File: src/rtl/skip_pkg.sv
package skip_pkg;
  // Condition bit positions within the address field
  localparam int unsigned BIT_ACC_ZERO  = 6;
  localparam int unsigned BIT_ACC_PLUS  = 7;
  localparam int unsigned BIT_ACC_MINUS = 8;
  localparam int unsigned BIT_OVF_ZERO  = 9;
  localparam int unsigned BIT_IO_PLUS   = 10;
  // Select sub-fields
  localparam int unsigned SEL_W         = 3;
  localparam int unsigned SW_SEL_LO     = 3;
  localparam int unsigned FLAG_SEL_LO   = 0;

  typedef struct packed {
    logic acc_zero;
    logic acc_plus;
    logic acc_minus;
    logic ovf_zero;
    logic io_plus;
    logic sw_zero;
    logic flag_zero;
  } skip_hits_t;
endpackage

File: src/rtl/skip_rst_sync.sv
module skip_rst_sync (
  input  logic clk,
  input  logic rst_n,
  output logic rst_sync_n
);
  logic [1:0] sync_q;

  always_ff @(posedge clk or negedge rst_n) begin
    if (!rst_n) sync_q <= 2'b00;
    else        sync_q <= {sync_q[0], 1'b1};
  end

  assign rst_sync_n = sync_q[1];
endmodule

File: src/rtl/skip_field_sel.sv
module skip_field_sel #(
  parameter int unsigned N_LINES = 6,
  parameter int unsigned SEL_W   = 3
) (
  input  logic [SEL_W-1:0]   sel,
  input  logic [N_LINES-1:0] lines,
  output logic               hit
);
  // Highest code means "every line must be zero"; code 0 selects nothing.
  localparam int unsigned ALL_CODE = (1 << SEL_W) - 1;

  logic [N_LINES-1:0] line_hit;
  logic               all_hit;

  for (genvar g = 0; g < N_LINES; g++) begin : g_line
    assign line_hit[g] = (sel == SEL_W'(g + 1)) && !lines[g];
  end

  assign all_hit = (sel == SEL_W'(ALL_CODE)) && (lines == '0);
  assign hit     = (|line_hit) | all_hit;
endmodule

File: src/rtl/skip_ovf_reg.sv
module skip_ovf_reg (
  input  logic clk,
  input  logic rst_n,
  input  logic set_i,
  input  logic start_i,
  input  logic test_i,
  output logic ovf_q
);
  logic ovf_d;
  logic ovf_en;

  // Priority: start clear, then overflow set, then test clear
  always_comb begin
    ovf_en = start_i | set_i | test_i;
    if (start_i)    ovf_d = 1'b0;
    else if (set_i) ovf_d = 1'b1;
    else            ovf_d = 1'b0;
  end

  always_ff @(posedge clk or negedge rst_n) begin
    if (!rst_n)      ovf_q <= 1'b0;
    else if (ovf_en) ovf_q <= ovf_d;
  end

  a_r6_start_clears: assert property (@(posedge clk) disable iff (!rst_n)
    start_i |=> !ovf_q);
  a_r5_event_sets: assert property (@(posedge clk) disable iff (!rst_n)
    (set_i && !start_i) |=> ovf_q);
  a_r5_sticky: assert property (@(posedge clk) disable iff (!rst_n)
    (ovf_q && !start_i && !test_i) |=> ovf_q);
  a_r5_no_spurious_set: assert property (@(posedge clk) disable iff (!rst_n)
    !set_i |=> !$rose(ovf_q));
  a_r4_test_clears: assert property (@(posedge clk) disable iff (!rst_n)
    (test_i && !set_i) |=> !ovf_q);
endmodule

File: src/rtl/skip_eval.sv
module skip_eval #(
  parameter int unsigned ACC_W  = 36,
  parameter int unsigned N_SW   = 6,
  parameter int unsigned N_FLAG = 6,
  parameter int unsigned ADDR_W = 11
) (
  input  logic              clk,
  input  logic              rst_n,
  input  logic              exec_i,
  input  logic [ADDR_W-1:0] addr_i,
  input  logic [ACC_W-1:0]  acc_i,
  input  logic              io_sign_i,
  input  logic [N_SW-1:0]   sense_sw_i,
  input  logic [N_FLAG-1:0] prog_flag_i,
  input  logic              arith_ovf_i,
  input  logic              start_i,
  output logic              skip_o,
  output logic              ovf_o
);
  import skip_pkg::*;

  localparam int unsigned SIGN_BIT = ACC_W - 1;

  logic       rst_sync_n;
  logic       ovf_q;
  logic       ovf_test;
  logic       sw_hit;
  logic       flag_hit;
  skip_hits_t hits;

  skip_rst_sync u_rst_sync (
    .clk        (clk),
    .rst_n      (rst_n),
    .rst_sync_n (rst_sync_n)
  );

  skip_field_sel #(.N_LINES(N_SW), .SEL_W(SEL_W)) u_sw_sel (
    .sel   (addr_i[SW_SEL_LO +: SEL_W]),
    .lines (sense_sw_i),
    .hit   (sw_hit)
  );

  skip_field_sel #(.N_LINES(N_FLAG), .SEL_W(SEL_W)) u_flag_sel (
    .sel   (addr_i[FLAG_SEL_LO +: SEL_W]),
    .lines (prog_flag_i),
    .hit   (flag_hit)
  );

  assign ovf_test = exec_i & addr_i[BIT_OVF_ZERO];

  skip_ovf_reg u_ovf (
    .clk     (clk),
    .rst_n   (rst_sync_n),
    .set_i   (arith_ovf_i),
    .start_i (start_i),
    .test_i  (ovf_test),
    .ovf_q   (ovf_q)
  );

  always_comb begin
    hits.acc_zero  = addr_i[BIT_ACC_ZERO]  && (acc_i == '0);
    hits.acc_plus  = addr_i[BIT_ACC_PLUS]  && !acc_i[SIGN_BIT];
    hits.acc_minus = addr_i[BIT_ACC_MINUS] &&  acc_i[SIGN_BIT];
    hits.ovf_zero  = addr_i[BIT_OVF_ZERO]  && !ovf_q;
    hits.io_plus   = addr_i[BIT_IO_PLUS]   && !io_sign_i;
    hits.sw_zero   = sw_hit;
    hits.flag_zero = flag_hit;
    skip_o         = exec_i && (|hits);
  end

  assign ovf_o = ovf_q;

  a_r10_idle_no_skip: assert property (@(posedge clk) disable iff (!rst_sync_n)
    !exec_i |-> !skip_o);
  a_r1_zero_skips: assert property (@(posedge clk) disable iff (!rst_sync_n)
    (exec_i && addr_i[BIT_ACC_ZERO] && acc_i == '0) |-> skip_o);
  a_r1_minus_zero: assert property (@(posedge clk) disable iff (!rst_sync_n)
    (exec_i && addr_i == ADDR_W'(1 << BIT_ACC_ZERO) && (&acc_i)) |-> !skip_o);
  a_r2_plus: assert property (@(posedge clk) disable iff (!rst_sync_n)
    (exec_i && addr_i[BIT_ACC_PLUS] && !acc_i[SIGN_BIT]) |-> skip_o);
  a_r2_minus: assert property (@(posedge clk) disable iff (!rst_sync_n)
    (exec_i && addr_i[BIT_ACC_MINUS] && acc_i[SIGN_BIT]) |-> skip_o);
  a_r3_io_plus: assert property (@(posedge clk) disable iff (!rst_sync_n)
    (exec_i && addr_i[BIT_IO_PLUS] && !io_sign_i) |-> skip_o);
  a_r4_ovf_skip: assert property (@(posedge clk) disable iff (!rst_sync_n)
    (exec_i && addr_i[BIT_OVF_ZERO] && !ovf_o) |-> skip_o);
  a_r7_all_switches: assert property (@(posedge clk) disable iff (!rst_sync_n)
    (exec_i && addr_i[SW_SEL_LO +: SEL_W] == '1 && sense_sw_i == '0) |-> skip_o);
  a_r8_all_flags: assert property (@(posedge clk) disable iff (!rst_sync_n)
    (exec_i && addr_i[FLAG_SEL_LO +: SEL_W] == '1 && prog_flag_i == '0) |-> skip_o);
  a_r9_empty_field: assert property (@(posedge clk) disable iff (!rst_sync_n)
    (exec_i && addr_i == '0) |-> !skip_o);
endmodule

File: config.mk
export PLATFORM = sky130hd
export DESIGN_NAME = skip_eval
export DESIGN_NICKNAME = d
export VERILOG_FILES = /design/src/rtl/skip_pkg.sv /design/src/rtl/skip_rst_sync.sv /design/src/rtl/skip_field_sel.sv /design/src/rtl/skip_ovf_reg.sv /design/src/rtl/skip_eval.sv
export SDC_FILE = /design/constraint.sdc
export NUM_CORES = 1
export LEC_CHECK = 0
export BUFFER_PORTS_ARGS = -buffer_cell sky130_fd_sc_hd__buf_2
export CORE_MARGIN = 4
export CORE_UTILIZATION = 27
export CTS_BUF_LIST = sky130_fd_sc_hd__clkbuf_8
export DETAILED_ROUTE_END_ITERATION = 8
export PLACE_DENSITY = 0.85
export SLEW_MARGIN = 5
export SYNTH_ARGS = -nofsm -noshare
export SYNTH_HDL_FRONTEND = slang
export SYNTH_SLANG_ARGS = --single-unit
File: constraint.sdc
create_clock -name clk -period 2 [get_ports clk]
set_input_delay 0.6 -clock clk [delete_from_list [all_inputs] [get_ports clk]]
set_output_delay 0.6 -clock clk [all_outputs]
set_load 0.02 [all_outputs]
== After elaboration in Yosys (flattened, before gate mapping) ==
Index checks and enable logic that the tools add are counted.
Operators by class
  bitwise operators: 5
  shifts and indexed selects: 0
  magnitude comparators: 0
  multipliers: 0
  add/sub/neg operators: 0
  divide/modulo/power cells: 0
  reduce and logical (&&, ||, !) cells: 41
  equal/unequal tests: 14
  mux-type cells: 2
Operators by type and width (number)
  $logic_not A36 Y1: 1
  $eq A3 B3 Y1 const B: 8
  $logic_and A1 B1 Y1: 20
  $logic_not A1 Y1: 15
  $eq A3 B2 Y1 const B: 4
  $logic_not A6 Y1: 2
  $reduce_or A6 Y1: 2
  $reduce_or A7 Y1: 1
  $eq A3 B1 Y1 const B: 2
  $or A1 B1 Y1: 4
  $mux W1: 2
  $and A1 B1 Y1: 1
Storage, ports and cells
  register bits: 3
  bits in latches: 0
  ROM bits: 0
  memories kept: 0
  output and inout bits: 2
  word-level logic and storage cells: 64
  RAM bits: 0
  input port bits: 65

== Longest topological paths before layout ==
  word-level depth: 6
  gate-level depth with buffers: 5

== By module ==
From an unflattened synthesis, not the netlist that was laid out.
Unflattened totals
  cells, all modules: 45
  area, all modules: 426.7 µm²
Modules (own cells, without submodules)
  skip_eval: area each 168.9 µm², cells an instance 20, times used 1, seq. area each 0.0 µm²
  skip_field_sel: area each 80.1 µm², cells an instance 9, times used 2, seq. area each 0.0 µm²
  skip_rst_sync: area each 53.8 µm², cells an instance 3, times used 1, seq. area each 50.0 µm²
  skip_ovf_reg: area each 43.8 µm², cells an instance 4, times used 1, seq. area each 25.0 µm²

== Worst setup path after synthesis ==
OpenSTA, ideal clock, no wires.
  path type: input to output
  start: in acc_i[19]
  end: out skip_o
  path buffers: 0
  data arrival time: 1592 ps
  cell stages on the path: 3
  path slack: -192 ps
  cells stage by stage: nor4_1 nand4_1 o311ai_1
On the way
  longest elaborated chain between the ends: 4
Ends and longest elaborated chain
  from (decl): line skip_eval.sv:11  | input logic [ACC_W-1:0] acc_i,
  $logic_not A36 Y1: line skip_eval.sv:61  | hits.acc_zero = addr_i[BIT_ACC_ZERO] && (acc_i == '0);
  $logic_and A1 B1 Y1: line skip_eval.sv:61
  $reduce_or A7 Y1: line skip_eval.sv:68  | skip_o = exec_i && (|hits);
  $logic_and A1 B1 Y1: line skip_eval.sv:68
  to (decl): line skip_eval.sv:17  | output logic skip_o,
Every way passes these cells.

== Final worst setup path ==
  start: in addr_i[0]
  end: out skip_o
On the way
  longest elaborated chain between the ends: 6
  elaborated cells on any way between the ends: 18
  classes of those cells: eq/ne: 7; bitwise: 1; reduce/logical: 10
Ends and longest elaborated chain
  from (decl): line skip_eval.sv:10  | input logic [ADDR_W-1:0] addr_i,
  $eq A3 B1 Y1 (tied with other cells): line skip_field_sel.sv:16  | assign line_hit[g] = (sel == SEL_W'(g + 1)) && !lines[g];
  $logic_and A1 B1 Y1: line skip_field_sel.sv:16
  $reduce_or A6 Y1: line skip_field_sel.sv:20  | assign hit = (|line_hit) | all_hit;
  $or A1 B1 Y1 *: line skip_field_sel.sv:20
  $reduce_or A7 Y1 *: line skip_eval.sv:68
  $logic_and A1 B1 Y1 *: line skip_eval.sv:68
Every way passes the cells marked *; elsewhere a longest branch is shown, timed or not.

==> results.py <==
metrics = {
    "die": {
        "rows": 13,
        "core_area_um2": 1318,
        "io_pins": 67,
        "initial_utilization": 0.2868,
        "fp.dieW_um": 45.41,
        "die-height_um": 45.41,
        "die_area_um2": 2062,
    },
    "timing": {
        "setup_slack_ns": -0.3866,
        "period_share": 1.193,
        "period_minus_slack_ns": 2.387,
        "slew_viol_final": 0,
        "fmax_mhz": 419.0,
        "skew_ns": 0.003208,
        "setup_viol": 1,
        "hold_viol_final": 0,
        "rsz0062_at_grt": "yes",
        "setup-tns-final_ns": -0.3866,
    },
    "synthesis": {
        "synth_nets": 116,
        "synth_seq_cells": 3,
        "syn-cell-area_um2": 377.9,
        "yosysSeqAreaShare": 0.1987,
        "synth.avg_cell_area_um2": 7.409,
        "synth.distinct_cells": 19,
        "ys_warn_count": 0,
        "netlist_instances": 51,
    },
    "grt": {
        "grt_first_pass_wirelength_mm": 2.484,
        "grt_max_degree": 7,
        "gr-max-usage-layer": "met2",
        "track_usage": 0.1601,
        "antenna_found_initial": 0,
        "use_met3": 0.07115,
        "met1_usage": 0.1790,
        "overflow": 0,
        "grt_pass1_vias": 673,
        "grtUsageMet2": 0.2591,
    },
    "routing": {
        "routed_via_density": 4.893,
        "dr.pass1.iters": 4,
        "ant_nets": 0,
        "drc": 0,
        "wl_mm": 1.524,
        "num_vias": 685,
        "dr.first_iter.drc_count": 6,
        "wire_per_inst_um": 10.89,
    },
    "clocking": {
        "ctsHtreeMaxLevel": 1,
        "insertion_delay_ns": 0.21,
        "cts-buffers-inserted": 3,
        "path_clk_slew_ns": 0.03,
        "clock-sinks": 3,
        "cts_tree": "built",
        "cts_root_buffer": "clkbuf_8",
        "clockBufferDepth": 2,
    },
    "worst_setup_path": {
        "required_ns": 1.40,
        "slowest_stage": "a311o_1",
        "cp-start-kind": "input port",
        "crit_chain": "buf_2 -> mux2i_1 -> a311o_1 -> o41ai_2 -> o311ai_2 -> buf_2",
        "slowest_delay_ns": 0.36,
        "cp_data_arrival_time_ns": 1.79,
        "crit_buf_inv": 2,
        "cp-end-kind": "output pin",
        "cp_max_fo": 5,
        "crit_family": "compound AO/OA/AOI/OAI gates",
        "crit_top_cell": "buf_2",
        "critical_path_class": "input port to output pin",
    },
    "final_layout": {
        "final-seq-area_um2": 75.07,
        "stdcell_count": 140,
        "fin_util": 0.6163,
        "nets": 191,
        "fillCellCount": 124,
        "multi_input_area_um2": 299.0,
        "syn_to_final_growth_pct": 114.9,
        "final_cell_mix": "66 x buf_2, 11 x nor4_1, 5 x nor2_1",
        "drive_above_1_share": 0.5920,
        "final_common_cell": "buf_2",
        "diodes": 0,
    },
    "place": {
        "gp_congestion": 0.6416,
        "place_inst": 135,
        "portBuffers": 66,
        "hpwlAfterDp_mm": 1.416,
    },
    "flow_run": {
        "cap_violations": 0,
    },
    "pwr": {
        "leakage_nw": 0.4342,
        "powerDensity_nw_per_um2": 437.2,
        "vdd_drop_max_mv": 0.5797,
    },
    "hold_path": {
        "hold_class": "input port to asynchronous set/reset pin",
    },
    "run_status": {
        "violations": "setup timing",
        "status": "complete, but fails checks",
    },
}
path summary, 6_finish.rpt:
path	slack, ns	start	endpoint	depth (start not counted)
worst max-delay path	-0.39	addr_i[0]	skip_o	6
worst min-delay path	0.17	rst_n	u_rst_sync.sync_q[0]	1
worst max register to register	1.33	u_ovf.ovf_q	u_ovf.ovf_q	2
worst min register to register	0.35	u_rst_sync.sync_q[0]	u_rst_sync.sync_q[1]	0
max in group asynchronous	1.38	u_rst_sync.sync_q[1]	u_ovf.ovf_q	1
min in group clk	0.35	u_rst_sync.sync_q[0]	u_rst_sync.sync_q[1]	0
flip-flops by register name (all words and copies together), names as in the netlist:
signal and flops:
u_ovf.ovf_q 1, u_rst_sync.sync_q 2
layout make-up:
type | count | area share
sequential | 3 | 0.09245
clock buffer | 3 | 0.05085
timing repair buffer | 70 | 0.4468
multi-input combinational | 45 | 0.3683
inverter | 3 | 0.01387
clock inverter | 1 | 0.004622
tap | 15 | 0.02311
power breakdown:
| part | switching [mW] | internal (mW) | leakage [nW] |
|---|---|---|---|
| Combinational | 0.0483 | 0.0710 | 0.371 |
| Sequential | 0.00134 | 0.0646 | 0.0359 |
| Clock | 0.0392 | 0.131 | 0.0269 |
| Total | 0.0888 | 0.266 | 0.434 |
layer usage:
metal / vias up / routed length [um]
met5: - / 0
met1: 288 / 523
met4: 0 / 0
met3: 0 / 200
li1: 356 / -
met2: 41 / 800
synth_stat cells:
| cell type | n | area (um2) |
|---|---|---|
| nor4_1 | 11 | 68.82 |
| o41ai_2 | 1 | 16.27 |
| nor2_1 | 5 | 18.77 |
| a21oi_1 | 4 | 20.02 |
| a311o_1 | 1 | 10.01 |
| nand2_1 | 4 | 15.01 |
| a211o_1 | 1 | 8.760 |
| nor4bb_1 | 1 | 10.01 |
| conb_1 | 1 | 3.750 |
| o221ai_1 | 1 | 8.760 |
| nand3_1 | 3 | 15.01 |
| nor3b_1 | 3 | 22.52 |
| nor4b_1 | 2 | 17.52 |
| inv_1 | 3 | 11.26 |
| dfrtp_1 | 3 | 75.07 |
| nor3_1 | 1 | 5.000 |
| mux2i_1 | 3 | 30.03 |
| nand4_1 | 2 | 12.51 |
| o311ai_1 | 1 | 8.760 |
through the flow:
step / hold slack, ns / area, um2 / worst slack (ns) / total power [mW]
floorplan: -0.005663 / 385.4 / -0.09000 / 0.1026
global placement: -0.004645 / 757.0 / -0.3691 / 0.1816
finish: 0.1658 / 812.0 / -0.3866 / 0.3550
CTS: 0.1587 / 812.0 / -0.3952 / 0.3636
global route: 0.1649 / 812.0 / -0.4542 / 0.3838
detailed placement: -0.001216 / 757.0 / -0.3926 / 0.1851
kinds of logic after synthesis:
family,synth area share
multiplexers,0.07947
AO/OA/AOI/OAI,0.1921
buffers and inverters,0.02980
flip-flops,0.1987
other,0.009924
AND/OR/NAND/NOR,0.4900
what timing repair did:
item,in CTS,in global routing
setup endpoints to repair,1,1
buffers inserted,0,0
endpoints found under the hold margin,1,0
hold buffers,1,0
resized for setup,0,0
(Power assumes the default switching activity.)
